[config.mk]
export PLATFORM = sky130hd
export DESIGN_NAME = ucode_seq
export DESIGN_NICKNAME = d
export VERILOG_FILES = /design/src/rtl/useq_pkg.sv /design/src/rtl/useq_inreg.sv /design/src/rtl/useq_rom.sv /design/src/rtl/useq_state.sv /design/src/rtl/ucode_seq.sv
export SDC_FILE = /design/constraint.sdc
export NUM_CORES = 1
export LEC_CHECK = 0
export ABC_CLOCK_PERIOD_IN_PS = 1600
export BUFFER_PORTS_ARGS = -buffer_cell sky130_fd_sc_hd__buf_4
export CAP_MARGIN = 40
export CORE_MARGIN = 3
export CORE_UTILIZATION = 40
export DETAILED_ROUTE_END_ITERATION = 6
export PLACE_DENSITY_LB_ADDON = 0.05
export SYNTH_ARGS = -nofsm -noshare
export SYNTH_HDL_FRONTEND = slang
export SYNTH_SLANG_ARGS = --single-unit
[constraint.sdc]
create_clock -name clk -period 1.6 [get_ports clk]
set_input_delay 0.24 -clock clk [delete_from_list [all_inputs] [get_ports clk]]
set_output_delay 0.24 -clock clk [all_outputs]
set_load 0.02 [all_outputs]
[src/rtl/useq_pkg.sv]
package useq_pkg;

    localparam int CTL_W    = 17;
    localparam int ST_MIN_W = 5;
    localparam int STAT_W   = 2;

    typedef enum logic [4:0] {
        S_FETCH0 = 5'd0,
        S_FETCH1 = 5'd1,
        S_FETCH2 = 5'd2,
        S_FETCH3 = 5'd3,
        S_ALU0   = 5'd4,
        S_ALU1   = 5'd5,
        S_ALU2   = 5'd6,
        S_ALUI0  = 5'd7,
        S_ALUI1  = 5'd8,
        S_ALUI2  = 5'd9,
        S_LW0    = 5'd10,
        S_LW1    = 5'd11,
        S_LW2    = 5'd12,
        S_LW3    = 5'd13,
        S_SW0    = 5'd14,
        S_SW1    = 5'd15,
        S_SW2    = 5'd16,
        S_SW3    = 5'd17,
        S_J0     = 5'd18,
        S_J1     = 5'd19,
        S_J2     = 5'd20,
        S_BZ0    = 5'd21,
        S_BZT0   = 5'd22,
        S_BZT1   = 5'd23,
        S_BZT2   = 5'd24
    } ustate_e;

    // register select codes
    localparam logic [2:0] RS_RS = 3'd0;
    localparam logic [2:0] RS_RT = 3'd1;
    localparam logic [2:0] RS_RD = 3'd2;
    localparam logic [2:0] RS_PC = 3'd3;

    // ALU operation codes
    localparam logic [1:0] AF_ADD  = 2'd0;
    localparam logic [1:0] AF_INC4 = 2'd1;
    localparam logic [1:0] AF_FUNC = 2'd2;
    localparam logic [1:0] AF_JTGT = 2'd3;

    // immediate forms
    localparam logic [1:0] IM_SEXT = 2'd0;
    localparam logic [1:0] IM_SX2  = 2'd1;
    localparam logic [1:0] IM_ZEXT = 2'd2;
    localparam logic [1:0] IM_J26  = 2'd3;

    // opcodes of the encoded subset
    localparam int unsigned OP_ALU  = 32'h00;
    localparam int unsigned OP_J    = 32'h02;
    localparam int unsigned OP_BEQZ = 32'h04;
    localparam int unsigned OP_BNEZ = 32'h05;
    localparam int unsigned OP_ALUI = 32'h08;
    localparam int unsigned OP_LW   = 32'h23;
    localparam int unsigned OP_SW   = 32'h2B;

    typedef struct packed {
        logic       mem_write;
        logic       mem_drive;
        logic       imm_drive;
        logic [1:0] imm_mode;
        logic       alu_drive;
        logic [1:0] alu_fn;
        logic [2:0] rf_sel;
        logic       rf_drive;
        logic       rf_write;
        logic       ma_load;
        logic       b_load;
        logic       a_load;
        logic       ir_load;
    } uctl_t;

    function automatic ustate_e op_target(input int unsigned op);
        ustate_e t;
        case (op)
            OP_ALU:          t = S_ALU0;
            OP_ALUI:         t = S_ALUI0;
            OP_LW:           t = S_LW0;
            OP_SW:           t = S_SW0;
            OP_J:            t = S_J0;
            OP_BEQZ, OP_BNEZ: t = S_BZ0;
            default:         t = S_FETCH0;
        endcase
        return t;
    endfunction

    function automatic bit op_known(input int unsigned op);
        return op_target(op) != S_FETCH0;
    endfunction

    // register file drives the bus into a latch
    function automatic uctl_t rf_to(input logic [2:0] sel, input logic to_a,
                                    input logic to_b, input logic to_ma);
        uctl_t c = '0;
        c.rf_sel   = sel;
        c.rf_drive = 1'b1;
        c.a_load   = to_a;
        c.b_load   = to_b;
        c.ma_load  = to_ma;
        return c;
    endfunction

    // ALU result onto the bus, written to register or MA
    function automatic uctl_t alu_to(input logic [1:0] fn, input logic [2:0] sel,
                                     input logic wr, input logic to_ma);
        uctl_t c = '0;
        c.alu_fn    = fn;
        c.alu_drive = 1'b1;
        c.rf_sel    = sel;
        c.rf_write  = wr;
        c.ma_load   = to_ma;
        return c;
    endfunction

    function automatic uctl_t imm_to_b(input logic [1:0] mode);
        uctl_t c = '0;
        c.imm_mode  = mode;
        c.imm_drive = 1'b1;
        c.b_load    = 1'b1;
        return c;
    endfunction

endpackage

[src/rtl/useq_inreg.sv]
module useq_inreg
    import useq_pkg::*;
#(
    parameter int OPC_W  = 6,
    parameter bit REG_IN = 1'b1
) (
    input  logic             clk,
    input  logic             rst_n,
    input  logic [OPC_W-1:0] opc_i,
    input  logic             zero_i,
    input  logic             busy_i,
    output logic [OPC_W-1:0] opc_o,
    output logic             zero_o,
    output logic             busy_o
);

    generate
        if (REG_IN) begin : g_reg
            logic [OPC_W-1:0] opc_q;
            logic             zero_q;
            logic             busy_q;

            always_ff @(posedge clk) begin
                if (!rst_n) begin
                    opc_q  <= '0;
                    zero_q <= 1'b0;
                    busy_q <= 1'b0;
                end else begin
                    opc_q  <= opc_i;
                    zero_q <= zero_i;
                    busy_q <= busy_i;
                end
            end

            assign opc_o  = opc_q;
            assign zero_o = zero_q;
            assign busy_o = busy_q;
        end else begin : g_pass
            assign opc_o  = opc_i;
            assign zero_o = zero_i;
            assign busy_o = busy_i;
        end
    endgenerate

endmodule

[src/rtl/useq_rom.sv]
module useq_rom
    import useq_pkg::*;
#(
    parameter int OPC_W = 6,
    parameter int ST_W  = 5,
    localparam int AW   = OPC_W + STAT_W + ST_W,
    localparam int DW   = CTL_W + ST_W
) (
    input  logic [AW-1:0] addr,
    output logic [DW-1:0] word
);

    // address fields: {opcode, zero, busy, microstate}
    logic [ST_W-1:0]  a_st;
    logic             a_busy;
    logic             a_zero;
    logic [OPC_W-1:0] a_opc;
    logic             a_legal;
    ustate_e          cur;
    ustate_e          nxt;
    uctl_t            c;

    assign a_st    = addr[ST_W-1:0];
    assign a_busy  = addr[ST_W];
    assign a_zero  = addr[ST_W+1];
    assign a_opc   = addr[AW-1:ST_W+STAT_W];
    assign a_legal = ((a_st >> ST_MIN_W) == '0) && (a_st[ST_MIN_W-1:0] <= 5'(S_BZT2));
    assign cur     = ustate_e'(a_st[ST_MIN_W-1:0]);

    always_comb begin
        c   = '0;
        nxt = S_FETCH0;
        if (a_legal) begin
            unique case (cur)
                S_FETCH0: begin c = rf_to(RS_PC, 1'b0, 1'b0, 1'b1); nxt = S_FETCH1; end
                S_FETCH1: begin c = rf_to(RS_PC, 1'b1, 1'b0, 1'b0); nxt = S_FETCH2; end
                S_FETCH2: begin
                    c.mem_drive = 1'b1;
                    c.ir_load   = 1'b1;
                    nxt = a_busy ? S_FETCH2 : S_FETCH3;
                end
                S_FETCH3: begin
                    c   = alu_to(AF_INC4, RS_PC, 1'b1, 1'b0);
                    nxt = op_target(32'(a_opc));
                end
                S_ALU0:  begin c = rf_to(RS_RS, 1'b1, 1'b0, 1'b0); nxt = S_ALU1; end
                S_ALU1:  begin c = rf_to(RS_RT, 1'b0, 1'b1, 1'b0); nxt = S_ALU2; end
                S_ALU2:  begin c = alu_to(AF_FUNC, RS_RD, 1'b1, 1'b0); nxt = S_FETCH0; end
                S_ALUI0: begin c = rf_to(RS_RS, 1'b1, 1'b0, 1'b0); nxt = S_ALUI1; end
                S_ALUI1: begin c = imm_to_b(IM_SEXT); nxt = S_ALUI2; end
                S_ALUI2: begin c = alu_to(AF_FUNC, RS_RT, 1'b1, 1'b0); nxt = S_FETCH0; end
                S_LW0:   begin c = rf_to(RS_RS, 1'b1, 1'b0, 1'b0); nxt = S_LW1; end
                S_LW1:   begin c = imm_to_b(IM_SEXT); nxt = S_LW2; end
                S_LW2:   begin c = alu_to(AF_ADD, RS_RS, 1'b0, 1'b1); nxt = S_LW3; end
                S_LW3: begin
                    c.mem_drive = 1'b1;
                    c.rf_sel    = RS_RT;
                    c.rf_write  = 1'b1;
                    nxt = a_busy ? S_LW3 : S_FETCH0;
                end
                S_SW0:   begin c = rf_to(RS_RS, 1'b1, 1'b0, 1'b0); nxt = S_SW1; end
                S_SW1:   begin c = imm_to_b(IM_SEXT); nxt = S_SW2; end
                S_SW2:   begin c = alu_to(AF_ADD, RS_RS, 1'b0, 1'b1); nxt = S_SW3; end
                S_SW3: begin
                    c.rf_sel    = RS_RT;
                    c.rf_drive  = 1'b1;
                    c.mem_drive = 1'b1;
                    c.mem_write = 1'b1;
                    nxt = a_busy ? S_SW3 : S_FETCH0;
                end
                S_J0:    begin c = rf_to(RS_PC, 1'b1, 1'b0, 1'b0); nxt = S_J1; end
                S_J1:    begin c = imm_to_b(IM_J26); nxt = S_J2; end
                S_J2:    begin c = alu_to(AF_JTGT, RS_PC, 1'b1, 1'b0); nxt = S_FETCH0; end
                S_BZ0: begin
                    c = rf_to(RS_RS, 1'b1, 1'b0, 1'b0);
                    if (32'(a_opc) == OP_BNEZ) nxt = a_zero ? S_FETCH0 : S_BZT0;
                    else                       nxt = a_zero ? S_BZT0 : S_FETCH0;
                end
                S_BZT0:  begin c = rf_to(RS_PC, 1'b1, 1'b0, 1'b0); nxt = S_BZT1; end
                S_BZT1:  begin c = imm_to_b(IM_SX2); nxt = S_BZT2; end
                S_BZT2:  begin c = alu_to(AF_ADD, RS_PC, 1'b1, 1'b0); nxt = S_FETCH0; end
                default: begin c = '0; nxt = S_FETCH0; end
            endcase
        end
    end

    assign word = {ST_W'(nxt), c};

endmodule

[src/rtl/useq_state.sv]
module useq_state
    import useq_pkg::*;
#(
    parameter int OPC_W = 6,
    parameter int ST_W  = 5
) (
    input  logic             clk,
    input  logic             rst_n,
    input  logic [ST_W-1:0]  nxt_i,
    input  logic [OPC_W-1:0] opc_q,
    input  logic             zero_q,
    input  logic             busy_q,
    output logic [ST_W-1:0]  st_o
);

    localparam logic [ST_W-1:0] C_F0   = ST_W'(S_FETCH0);
    localparam logic [ST_W-1:0] C_F1   = ST_W'(S_FETCH1);
    localparam logic [ST_W-1:0] C_F2   = ST_W'(S_FETCH2);
    localparam logic [ST_W-1:0] C_F3   = ST_W'(S_FETCH3);
    localparam logic [ST_W-1:0] C_A1   = ST_W'(S_ALU1);
    localparam logic [ST_W-1:0] C_A2   = ST_W'(S_ALU2);
    localparam logic [ST_W-1:0] C_BZ0  = ST_W'(S_BZ0);
    localparam logic [ST_W-1:0] C_BZT0 = ST_W'(S_BZT0);

    logic [ST_W-1:0] st_q;

    always_ff @(posedge clk) begin
        if (!rst_n) st_q <= C_F0;
        else        st_q <= nxt_i;
    end

    assign st_o = st_q;

    p_reset_fetch_r1: assert property (@(posedge clk)
        !rst_n |=> (st_q == C_F0));

    p_fetch_chain_r2: assert property (@(posedge clk) disable iff (!rst_n)
        (st_q == C_F0) |=> (st_q == C_F1));

    p_busy_hold_r3: assert property (@(posedge clk) disable iff (!rst_n)
        (st_q == C_F2 && busy_q) |=> (st_q == C_F2));

    p_busy_leave_r3: assert property (@(posedge clk) disable iff (!rst_n)
        (st_q == C_F2 && !busy_q) |=> (st_q == C_F3));

    p_unknown_op_r4: assert property (@(posedge clk) disable iff (!rst_n)
        (st_q == C_F3 && !op_known(32'(opc_q))) |=> (st_q == C_F0));

    p_bz_taken_r5: assert property (@(posedge clk) disable iff (!rst_n)
        (st_q == C_BZ0 && ((32'(opc_q) == OP_BNEZ) ? !zero_q : zero_q))
        |=> (st_q == C_BZT0));

    p_ignore_inputs_r10: assert property (@(posedge clk) disable iff (!rst_n)
        (st_q == C_A1) |=> (st_q == C_A2));

endmodule

[src/rtl/ucode_seq.sv]
module ucode_seq
    import useq_pkg::*;
#(
    parameter int OPC_W  = 6,
    parameter int ST_W   = 5,
    parameter bit REG_IN = 1'b1
) (
    input  logic             clk,
    input  logic             rst_n,
    input  logic [OPC_W-1:0] opcode,
    input  logic             zero,
    input  logic             busy,
    output logic [CTL_W-1:0] ctl,
    output logic [ST_W-1:0]  ustate
);

    localparam int AW = OPC_W + STAT_W + ST_W;
    localparam int DW = CTL_W + ST_W;

    generate
        if (ST_W < ST_MIN_W) begin : g_bad_width
            initial $error("ucode_seq: ST_W below minimum");
        end
    endgenerate

    logic [OPC_W-1:0] opc_q;
    logic             zero_q;
    logic             busy_q;
    logic [ST_W-1:0]  st;
    logic [AW-1:0]    rom_addr;
    logic [DW-1:0]    rom_word;
    uctl_t            c_out;

    useq_inreg #(.OPC_W(OPC_W), .REG_IN(REG_IN)) u_inreg (
        .clk    (clk),
        .rst_n  (rst_n),
        .opc_i  (opcode),
        .zero_i (zero),
        .busy_i (busy),
        .opc_o  (opc_q),
        .zero_o (zero_q),
        .busy_o (busy_q)
    );

    assign rom_addr = {opc_q, zero_q, busy_q, st};

    useq_rom #(.OPC_W(OPC_W), .ST_W(ST_W)) u_rom (
        .addr (rom_addr),
        .word (rom_word)
    );

    useq_state #(.OPC_W(OPC_W), .ST_W(ST_W)) u_state (
        .clk    (clk),
        .rst_n  (rst_n),
        .nxt_i  (rom_word[DW-1:CTL_W]),
        .opc_q  (opc_q),
        .zero_q (zero_q),
        .busy_q (busy_q),
        .st_o   (st)
    );

    always_comb begin
        c_out = uctl_t'(rom_word[CTL_W-1:0]);
    end

    assign ctl    = c_out;
    assign ustate = st;

    p_one_driver_r8: assert property (@(posedge clk) disable iff (!rst_n)
        $onehot0({c_out.rf_drive, c_out.alu_drive, c_out.imm_drive,
                  c_out.mem_drive & ~c_out.mem_write}));

    p_write_needs_enable_r8: assert property (@(posedge clk) disable iff (!rst_n)
        c_out.mem_write |-> c_out.mem_drive);

endmodule

==> flow_metrics.tcl <==
set metrics [dict create \
    hp-class "input port to flop" \
    netlist_area_um2 1180 \
    setup_viol 16 \
    failed_checks "setup timing" \
    drc 0 \
    critPathKind "flop to output port" \
    dieArea_um2 3640 \
    yosysUniqueCellTypes 48 \
    cp-start-kind "flop" \
    clock_sinks 13 \
    hold_ws_ns 0.163 \
    portBuffers 30 \
    crit_chain "buf_8, or2_4, nand2_2, a32oi_2, o22ai_2, buf_6" \
    overflow 0 \
    peakVddDrop_mv 0.517 \
    synth_edf_count 0 \
    synthesis.nets 171 \
    crit-reg2reg-capture "u_state.st_o[1]" \
    antenna_found_initial 0 \
    syn-mean-instance-area_um2 7.34 \
    htreeDepth 1 \
    die_w_um 60.4 \
    hold_end "u_inreg.busy_o" \
    layout-drive-gt1-share_pct 57.8 \
    regToRegSetupSlack_ns -0.13 \
    ys_warn_count 0 \
    maxCapViolCount 0 \
    clk_pin_slew_ns 0.08 \
    path_delay_family "flip-flops" \
    syn_inst 161 \
    synthTopCellsByArea "dfxtp_1 (22%), nor2_1 (5.1%), a21oi_1 (4.7%)" \
    status "complete, but fails checks" \
    ys_seq_area_share_pct 22.0 \
    max_freq_ghz 0.568 \
    drtPass1Iterations 4 \
    min_from "busy" \
    area_growth_pct 79.0 \
    met1_usage_pct 33.2 \
    layout_commonest_cell "buf_4" \
    grt_pass1_vias 1405 \
    grt.busiest_layer "met2" \
    reg2reg_depth 6 \
    grt_pass1_wl_mm 6.74 \
    synth-async-reset-ratio_pct 0 \
    place_congestion 0.802 \
    core_um2 2780 \
    initial_core_util_pct 42.5 \
    synth-seq-cells 13 \
    cts_buffers 3 \
    insertion_delay_ns 0.28 \
    r2r-start "u_state.st_o[3]" \
    layout_common_cells "buf_4 (52), buf_6 (26), nor2_1 (12)" \
    dp_worst_setup_slack_ns -0.00532 \
    hold_viol 0 \
    crit_buf_inv 2 \
    diodes 0 \
    leakage_nw 0.879 \
    rows 19 \
    die_h_um 60.4 \
    p_per_area_nw_per_um2 576 \
    slew_violations 0 \
    final_antenna_net_count 0 \
    post-dp-hpwl_mm 2.69 \
    grtUsageTotal_pct 24.5 \
    use_met2_pct 41.4 \
    vias 1521 \
    finalCritPeriodShare_pct 110 \
    yosysTopAreaCellShare_pct 22.0 \
    min_period_ns 1.76 \
    use_met3_pct 1.70 \
    worstPathArrival_ns 1.52 \
    slowest_delay_ns 0.35 \
    vias_per_cell 5.78 \
    wl_per_cell_um 16.8 \
    root_buffer "clkbuf_4" \
    clock_skew_ns 0.00976 \
    synth_top_area_cell "dfxtp_1" \
    setup_ws_ns -0.160 \
    critPathMaxFanout 10 \
    num-nets-final 243 \
    clk_path_buf_depth 2 \
    grt_max_degree 15 \
    crit_slowest_cell "dfxtp_2" \
    hold_depth 2 \
    cts_tree "built" \
    rsz0062_at_grt "yes" \
    crit_required_ns 1.36 \
    synth_flop_cell "dfxtp_1" \
    worst_setup_path_end_kind "output port" \
    wl_mm 4.41 \
    ioPinCount 32 \
    drtIter0Drc 82 \
]
[power by group]
part	leakage [nW]	internal, mW	switching [mW]
Clock	0.0150	0.0967	0.104
Sequential	0.111	0.343	0.0359
Combinational	0.753	0.335	0.306
[layout make-up]
| cell class | instances | area [um^2] |
|---|---|---|
| fillers | 190 | 664 |
| repair buffers | 80 | 718 |
| multi-input cells | 131 | 1040 |
| flip-flops and latches | 13 | 277 |
| inverters | 4 | 15.0 |
| well taps | 31 | 38.8 |
| clock buffers | 4 | 26.3 |
[worst max-delay path by stage]
stage / from / endpoint / slack (ns) / cells after the start
after floorplan: u_state.st_o[4] / ctl[7] / -0.04 / 7
after global placement: u_state.st_o[3] / u_state.st_o[1] / 0.003 / 6
after detailed placement: u_state.st_o[3] / u_state.st_o[1] / -0.005 / 6
after CTS: u_state.st_o[3] / ctl[15] / -0.14 / 5
after global routing: u_state.st_o[2] / ctl[7] / -0.21 / 7
final: u_state.st_o[2] / ctl[6] / -0.16 / 6
[logic make-up (layout without fill, tap and decap cells)]
group,count (synthesis),after routing,synth area share [%]
other,1,1,0.317
buffers and inverters,17,88,7.51
and+or+nand+nor,73,73,35.2
AOI/OAI and AO/OA,48,48,27.7
xor gates and xnor gates,5,5,3.70
DFF,13,13,22.0
muxes,4,4,3.49
[repair_timing]
action                     CTS  global route
gates resized for setup     64            15
setup buffers               19             7
setup endpoints to repair   15            19
pin swaps                   15            11
hold buffers                 0             0
[flip-flops by register name (all words and copies together) (netlist names)]
signal and count:
u_inreg.opc_o 6, u_inreg.busy_o 1, u_state.st_o 5, u_inreg.zero_o 1
[metal layers]
layer	share of wire, %	routed length, um	vias up
li1	-	-	726
met1	42	1850	714
met2	49	2180	75
met3	7.0	307	6
met4	1.6	71	0
met5	0	0	-
[Yosys cell counts, types with 2 or more instances]
cell	count
o21ai_0	8
xnor2_1	4
buf_4	2
a211o_1	2
nor3b_1	2
o31ai_1	2
or2_2	5
a31oi_1	7
inv_1	4
nand3b_1	5
o22ai_1	3
nor2b_1	3
nand3_1	4
nor3_1	4
nand2b_1	8
nor2_1	16
buf_2	8
a22oi_1	2
dfxtp_1	13
a21oi_1	11
nand2_1	11
mux2i_1	3
and2_1	8
a21o_1	2
[per-stage QoR]
stage          power, mW  util (%)  cell area [um^2]  setup TNS, ns  std cells
2_1_floorplan      0.664         -              1230        -0.0901        161
3_3_place_gp       0.835      57.5              1600              0        233
3_5_place_dp       0.842      57.5              1600       -0.00532        233
4_1_cts             1.14      72.0              2000          -1.11        256
5_1_grt             1.28      76.1              2120          -2.48        263
6_report            1.22      76.1              2120          -1.56        263
No activity file was read; power rests on OpenSTA's default activity.
